$ cat src/rtl/i2cw_pkg.sv
// Package: shared types for the I2C byte wait and interrupt controller.
// Assumes: the bus-side logic supplies mode and direction as two bits.
package i2cw_pkg;

    // Transfer kind seen by the wait decision.
    typedef enum logic [1:0] {
        XFER_MTX = 2'd0,
        XFER_MRX = 2'd1,
        XFER_STX = 2'd2,
        XFER_SRX = 2'd3
    } xfer_e;

    // Bus status bundle sampled at an SCL falling edge.
    typedef struct packed {
        logic  first_byte;
        logic  rsv_addr;
        logic  rx_nack;
        logic  fifo_en;
        logic  fifo_full;
        logic  tx_empty;
        logic  arb_lost;
        xfer_e xfer;
    } bus_stat_t;

    // Map mode and direction bits to the transfer kind.
    function automatic xfer_e xfer_of(input logic is_master, input logic is_tx);
        if (is_master) return is_tx ? XFER_MTX : XFER_MRX;
        return is_tx ? XFER_STX : XFER_SRX;
    endfunction

endpackage

$ cat src/rtl/i2cw_set_decode.sv
// Module: i2cw_set_decode
// Decides whether the SCL falling edge in this cycle raises the byte flag.
// Applies the wait-select choice for data bytes and the overrides for the
// first byte, reserved addresses, FIFO NACK and slave FIFO full.
// Assumes: bit_pos names the bit just completed; scl_fall lasts one cycle.
module i2cw_set_decode
    import i2cw_pkg::*;
#(
    parameter int BIT_W    = 4,
    parameter int DATA_POS = 8,
    parameter int ACK_POS  = 9
) (
    input  logic             scl_fall,
    input  logic [BIT_W-1:0] bit_pos,
    input  bus_stat_t        st,
    input  logic             wsel,
    output logic             set_bit
);
    localparam logic [BIT_W-1:0] POS_DATA = BIT_W'(DATA_POS);
    localparam logic [BIT_W-1:0] POS_ACK  = BIT_W'(ACK_POS);

    logic at_data;
    logic at_ack;
    logic wait_c;
    logic ovr_ack;

    // Locate the edge within the byte.
    always_comb begin
        at_data = scl_fall && (bit_pos == POS_DATA);
        at_ack  = scl_fall && (bit_pos == POS_ACK);
    end

    // Per-transfer wait condition and acknowledge-bit override.
    always_comb begin
        wait_c  = 1'b0;
        ovr_ack = 1'b0;
        case (st.xfer)
            XFER_MTX, XFER_STX: begin
                wait_c  = st.tx_empty;
                ovr_ack = st.fifo_en && st.rx_nack;
            end
            XFER_MRX: begin
                wait_c  = !st.fifo_en;
                ovr_ack = 1'b0;
            end
            XFER_SRX: begin
                wait_c  = !st.fifo_en;
                ovr_ack = st.fifo_en && st.fifo_full;
            end
            default: begin
                wait_c  = 1'b0;
                ovr_ack = 1'b0;
            end
        endcase
        wait_c = wait_c || st.arb_lost;
    end

    // Final set decision: first byte ignores wait-select.
    always_comb begin
        if (st.first_byte) begin
            set_bit = (at_data && st.rsv_addr) || (at_ack && !st.rsv_addr);
        end else begin
            set_bit = (at_data && wsel && wait_c)
                   || (at_ack && (ovr_ack || (!wsel && wait_c)));
        end
    end

endmodule

$ cat src/rtl/i2cw_clear_ctrl.sv
// Module: i2cw_clear_ctrl
// Turns register accesses into software set and clear requests for the flag.
// Assumes: write strobes are single-cycle and qualified by the bus fabric.
module i2cw_clear_ctrl (
    input  logic flag,
    input  logic act,
    input  logic dma_mode,
    input  logic int_wr,
    input  logic int_wdata,
    input  logic mss_wr,
    input  logic mss_wdata,
    input  logic scc_set,
    output logic sw_set,
    output logic sw_clr
);
    logic side_clr;

    // Master-select drop or repeated start ends a pending wait when active.
    always_comb begin
        side_clr = flag && act && ((mss_wr && !mss_wdata) || scc_set);
    end

    // Direct writes: 0 clears, 1 sets only in DMA mode.
    always_comb begin
        sw_set = int_wr && int_wdata && dma_mode;
        sw_clr = (int_wr && !int_wdata) || side_clr;
    end

endmodule

$ cat src/rtl/i2cw_flag_reg.sv
// Module: i2cw_flag_reg
// Holds the byte interrupt flag and the latched bus-error state.
// Set causes win over clear causes; disabling empties both.
// Assumes: synchronous active-low reset, en is already synchronous.
module i2cw_flag_reg (
    input  logic clk,
    input  logic rst_n,
    input  logic en,
    input  logic set_bit,
    input  logic bus_err,
    input  logic sw_set,
    input  logic sw_clr,
    output logic flag,
    output logic ber
);
    logic set_any;
    logic do_clr;

    // Combine set causes and the clear that survives them.
    always_comb begin
        set_any = set_bit || bus_err || sw_set;
        do_clr  = sw_clr && !set_any;
    end

    // Flag and error state update.
    always_ff @(posedge clk) begin
        if (!rst_n || !en) begin
            flag <= 1'b0;
            ber  <= 1'b0;
        end else begin
            if (set_any)     flag <= 1'b1;
            else if (do_clr) flag <= 1'b0;
            if (bus_err)     ber  <= 1'b1;
            else if (do_clr) ber  <= 1'b0;
        end
    end

    p_disable_clears_r1: assert property (@(posedge clk) disable iff (!rst_n)
        !en |=> (!flag && !ber));

    p_buserr_sets_r6: assert property (@(posedge clk) disable iff (!rst_n)
        (en && bus_err) |=> (flag && ber));

    p_err_has_flag_r6: assert property (@(posedge clk) disable iff (!rst_n)
        ber |-> flag);

    p_set_wins_r12: assert property (@(posedge clk) disable iff (!rst_n)
        (en && set_bit && sw_clr) |=> flag);

    p_write0_clears_r8: assert property (@(posedge clk) disable iff (!rst_n)
        (en && sw_clr && !set_bit && !bus_err && !sw_set) |=> !flag);

endmodule

$ cat src/rtl/i2c_byte_wait.sv
// Module: i2c_byte_wait (top)
// Byte wait and interrupt controller: decides when the byte flag rises,
// when SCL is held low, and when software actions release it.
// Assumes: all inputs synchronous to clk; scl_fall is a one-cycle strobe.
module i2c_byte_wait
    import i2cw_pkg::*;
#(
    parameter int BIT_W    = 4,
    parameter int DATA_POS = 8,
    parameter int ACK_POS  = 9
) (
    input  logic             clk,
    input  logic             rst_n,
    input  logic             en,
    input  logic             act,
    input  logic             scl_fall,
    input  logic [BIT_W-1:0] bit_pos,
    input  logic             first_byte,
    input  logic             rsv_addr,
    input  logic             rx_nack,
    input  logic             fifo_en,
    input  logic             fifo_full,
    input  logic             tx_empty,
    input  logic             is_master,
    input  logic             is_tx,
    input  logic             arb_lost,
    input  logic             bus_err,
    input  logic             dma_mode,
    input  logic             cfg_wr,
    input  logic             cfg_wsel,
    input  logic             cfg_inte,
    input  logic             int_wr,
    input  logic             int_wdata,
    input  logic             mss_wr,
    input  logic             mss_wdata,
    input  logic             scc_set,
    input  logic             rmw_rd,
    output logic             scl_hold,
    output logic             irq,
    output logic             int_flag,
    output logic             int_rdata
);
    bus_stat_t st;
    logic      wsel_q;
    logic      inte_q;
    logic      set_bit;
    logic      sw_set;
    logic      sw_clr;
    logic      flag;
    logic      ber;

    // Bundle the bus status for the decoder.
    always_comb begin
        st.first_byte = first_byte;
        st.rsv_addr   = rsv_addr;
        st.rx_nack    = rx_nack;
        st.fifo_en    = fifo_en;
        st.fifo_full  = fifo_full;
        st.tx_empty   = tx_empty;
        st.arb_lost   = arb_lost;
        st.xfer       = xfer_of(is_master, is_tx);
    end

    // Configuration bits written by software.
    always_ff @(posedge clk) begin
        if (!rst_n) begin
            wsel_q <= 1'b0;
            inte_q <= 1'b0;
        end else if (cfg_wr) begin
            wsel_q <= cfg_wsel;
            inte_q <= cfg_inte;
        end
    end

    i2cw_set_decode #(
        .BIT_W    (BIT_W),
        .DATA_POS (DATA_POS),
        .ACK_POS  (ACK_POS)
    ) u_dec (
        .scl_fall (scl_fall),
        .bit_pos  (bit_pos),
        .st       (st),
        .wsel     (wsel_q),
        .set_bit  (set_bit)
    );

    i2cw_clear_ctrl u_clr (
        .flag      (flag),
        .act       (act),
        .dma_mode  (dma_mode),
        .int_wr    (int_wr),
        .int_wdata (int_wdata),
        .mss_wr    (mss_wr),
        .mss_wdata (mss_wdata),
        .scc_set   (scc_set),
        .sw_set    (sw_set),
        .sw_clr    (sw_clr)
    );

    i2cw_flag_reg u_flag (
        .clk     (clk),
        .rst_n   (rst_n),
        .en      (en),
        .set_bit (set_bit),
        .bus_err (bus_err),
        .sw_set  (sw_set),
        .sw_clr  (sw_clr),
        .flag    (flag),
        .ber     (ber)
    );

    // Output drive: hold SCL only on a clean flag, gate the request.
    always_comb begin
        int_flag  = flag;
        scl_hold  = flag && !ber;
        irq       = flag && inte_q;
        int_rdata = rmw_rd ? 1'b1 : flag;
    end

    p_irq_needs_flag_r10: assert property (@(posedge clk) disable iff (!rst_n)
        irq |-> int_flag);

    p_hold_needs_flag_r7: assert property (@(posedge clk) disable iff (!rst_n)
        scl_hold |-> int_flag);

    p_write1_nodma_r8: assert property (@(posedge clk) disable iff (!rst_n)
        (en && !int_flag && int_wr && int_wdata && !dma_mode && !bus_err && !scl_fall)
        |=> !int_flag);

endmodule

$ cat config.mk
export PLATFORM = sky130hd
export DESIGN_NAME = i2c_byte_wait
export DESIGN_NICKNAME = d
export VERILOG_FILES = /design/src/rtl/i2cw_pkg.sv /design/src/rtl/i2cw_set_decode.sv /design/src/rtl/i2cw_clear_ctrl.sv /design/src/rtl/i2cw_flag_reg.sv /design/src/rtl/i2c_byte_wait.sv
export SDC_FILE = /design/constraint.sdc
export NUM_CORES = 1
export LEC_CHECK = 0
export CAP_MARGIN = 20
export CORE_AREA = 2 2 39 41
export CTS_CLUSTER_DIAMETER = 50
export DETAILED_ROUTE_END_ITERATION = 8
export DIE_AREA = 0 0 41 43
export PLACE_DENSITY = 0.68
export SLEW_MARGIN = 10
export SYNTH_ARGS = -nofsm -noshare
export SYNTH_HDL_FRONTEND = slang
export SYNTH_SLANG_ARGS = --single-unit
$ cat constraint.sdc
create_clock -name clk -period 1.55 [get_ports clk]
set_input_delay 0.31 -clock clk [delete_from_list [all_inputs] [get_ports clk]]
set_output_delay 0.31 -clock clk [all_outputs]
set_load 0.005 [all_outputs]
==> summary.txt <==
Outcome
  • Status: finished, final reports clean

Logic synthesis
  • Register bit total from synthesis: 4
  • Number of warnings issued by yosys: 0
  • Synthesized area divided by synthesized cell count: 8.17 um2
  • Most area-hungry cell type in the Yosys netlist: dfxtp_1
  • Ranking of synthesized cells by area: dfxtp_1, nor2b_1, mux2i_1, or2_2, xnor2_1
  • Synthesized netlist net count: 67
  • Seq/Total Area, Yosys: 0.258
  • Yosys cell types: 24
  • Gate count of the mapped netlist: 38
  • Portion of synthesized cell area occupied by the leading cell type: 0.258
  • Cell area after technology mapping: 310 um2

Layout
  • Post-synthesis to final-layout area growth: 130%
  • Antenna fix cells: 0
  • Final instance area: 714 um2
  • Filler cell count in the final layout: 150
  • # nets final: 108
  • Share of post-route cells with drive strength above 1: 0.182
  • Most frequent cells in the layout: clkdlybuf4s50_1, nor2b_1, nand2_1, buf_4
  • Commonest non-fill, non-tap cell in the layout: clkdlybuf4s50_1

Critical path
  • Number of stages on the worst setup path: 3
  • Startpoint types: primary input
  • Peak fanout along the critical path: 1
  • Max stage delay cell, worst path: clkdlybuf4s50_1
  • Data arrival time of the critical path: 1.18 ns
  • Worst path buffer plus inverter count: 2
  • Critical Path RT: 1.24 ns
  • Critical setup path kind: in2out
  • Top delay family on crit path: buffers and inverters
  • Ordered list of cells on the worst path: clkdlybuf4s50_1 > or2_2 > clkdlybuf4s15_1
  • Critical path endpoint category: output pin
  • Delay contributed by the slowest stage of the critical path: 0.40 ns
  • Worst r2r path cells: 4

CTS
  • # clock sinks: 4
  • Num CTS Buffers: 3
  • Clk Tree Root Cell: clkbuf_4
  • Count of H-tree levels built during CTS: 1
  • CTS tree: yes
  • Post-cts hold buffer count: 0
  • Count of buffers added by post-CTS timing repair for setup: 0
  • Buffer levels on the longest clock path: 2
  • Clk Latency, worst-skew pair: 0.24 ns
  • Count of instances resized after the clock tree is built: 4
  • Clock input transition at the sequential cells of the worst setup and hold paths: 0.04 ns

Place
  • Pre-CTS setup slack: -0.177 ns
  • Port-buffer cells: 32
  • Final weighted congestion of routability-driven global placement: 0.700
  • Instance area at placement: 681 um2
  • DP Wirelength: 842 um

STA
  • RSZ-0062 raised after global routing: false
  • Worst path setup slack after routing: 0.0633 ns
  • Hold violation count in the final report: 0
  • Max Freq: 673 MHz
  • Crit path time final: 1.49 ns
  • Number of setup violations in the final report: 0
  • Clock tree skew after final layout: 0.00341 ns
  • Final-report max-slew violation count: 0
  • Post-route fraction of the period consumed by the critical path: 0.959
  • Slew margin rel.: 0.755
  • Worst hold slack across all endpoints: 0.518 ns
  • Measured slew at the worst slew-check pin: 0.366 ns

Pwr
  • Static power due to leakage: 0.288 nW
  • Pwr/cell area: 538 mW/mm2
  • Maximum ir drop on the vdd rail: 0.000410 V

Die
  • Initial core utilization: 0.224
  • Horizontal die dimension: 41 um
  • Number of top-level design ports: 33
  • Area of the die: 0.00176 mm2
  • Number of placement rows: 14
  • Die height: 43 um
  • Core area: 0.00138 mm2

Global route
  • Global routing met3 resource utilization: 0.0628
  • First-pass GRT wire length: 1.61 mm
  • Aggregate global-route resource usage: 0.133
  • Total congestion overflow: 0
  • Antenna violations before repair: 0
  • Largest net degree at the start of global routing: 7
  • GR Layer Usage met2: 0.219
  • Number of global-route vias before repair: 410
  • GR Util met1: 0.141
  • Peak-usage layer in the global routing report: met2

Drt
  • Ratio of routed vias to standard cells: 4.63
  • Post-detailed-route DRC marker count: 0
  • Number of optimization iterations in the first detailed-route pass: 4
  • Post-detailed-routing wire length: 1.08 mm
  • Wire length per cell: 11.6 um
  • Antenna Nets Post-Route: 0
  • Vias post-DR: 431
  • Drt first-iter violations: 3

Run
  • Max-cap violations: 0

Worst hold path
  • Tightest Hold Check Type: reg2reg
  • Hold-critical path depth: 2
-- report_power, final --
| part | switching, W | total, W | leakage, nW | internal, W |
|---|---|---|---|---|
| clock | 0.0000450 | 0.000132 | 0.0138 | 0.0000868 |
| sequential | 0.00000490 | 0.000114 | 0.0337 | 0.000109 |
| combinational | 0.0000396 | 0.000138 | 0.241 | 0.0000986 |
-- final cells by class --
type | count | area [um2] | area share
Clock buffer | 3 | 22.5 | 0.0315
Timing Repair Buffer | 36 | 352 | 0.492
Tap cell | 16 | 20.0 | 0.0280
Multi-Input combinational cell | 33 | 233 | 0.326
Sequential cell | 4 | 83.8 | 0.117
Inverter | 1 | 3.75 | 0.00525
-- kinds of logic after synthesis --
family	after synthesis	synth area share
compound gates	11	0.274
xor+xnor	2	0.0565
buf+inv	1	0.0121
flops	4	0.258
mux	2	0.0645
simple gates	18	0.335
-- cell usage after synthesis --
library cell,instances
and2_1,2
inv_1,1
dfxtp_1,4
a21oi_1,1
nand2_1,4
mux2i_1,2
nor3_1,1
o2111ai_1,1
a31oi_1,1
a211oi_1,1
or3b_1,1
a211oi_2,1
o211ai_1,1
nor2b_1,4
nand3b_1,1
o22ai_1,1
o32ai_1,1
nand3_1,1
xnor2_1,2
a31o_2,1
nand2b_1,1
a311oi_1,1
o21ai_0,1
or2_2,3
-- per-layer routing --
| metal | vias up | part of all wire |
|---|---|---|
| met5 | - | 0 |
| li1 | 221 | - |
| met2 | 20 | 0.54 |
| met3 | 0 | 0.080 |
| met1 | 190 | 0.37 |
| met4 | 0 | 0 |
-- worst paths after layout --
kind | startpoint | endpoint | slack [ns]
setup reg to reg | wsel_q$_SDFFE_PN0P_ | u_flag.flag$_SDFFE_PP0P_ | 0.46
setup / recovery | rmw_rd | int_rdata | 0.06
hold / removal | u_flag.flag$_SDFFE_PP0P_ | u_flag.flag$_SDFFE_PP0P_ | 0.52
hold reg to reg | u_flag.flag$_SDFFE_PP0P_ | u_flag.flag$_SDFFE_PP0P_ | 0.52
-- sequential cells by signal, indices dropped and copies added (netlist names) --
register     cells
u_flag.ber       1
inte_q           1
u_flag.flag      1
wsel_q           1
-- through the flow --
step,power (W),cells,utilization,TNS [ns]
detailed placement,0.000253,90,0.492,-0.479
global placement,0.000252,90,0.492,-0.473
finish,0.000384,93,0.516,0
floorplan,0.000152,38,-,0
CTS,0.000387,93,0.509,0
global route,0.000413,93,0.516,0
-- tightest hold or removal path, cell delays in order, from the launching register on --
cell and delay (ns):
dfxtp_4 0.35, nand3_1 0.07, a21oi_1 0.05
No activity file was read; power rests on OpenSTA's default activity.
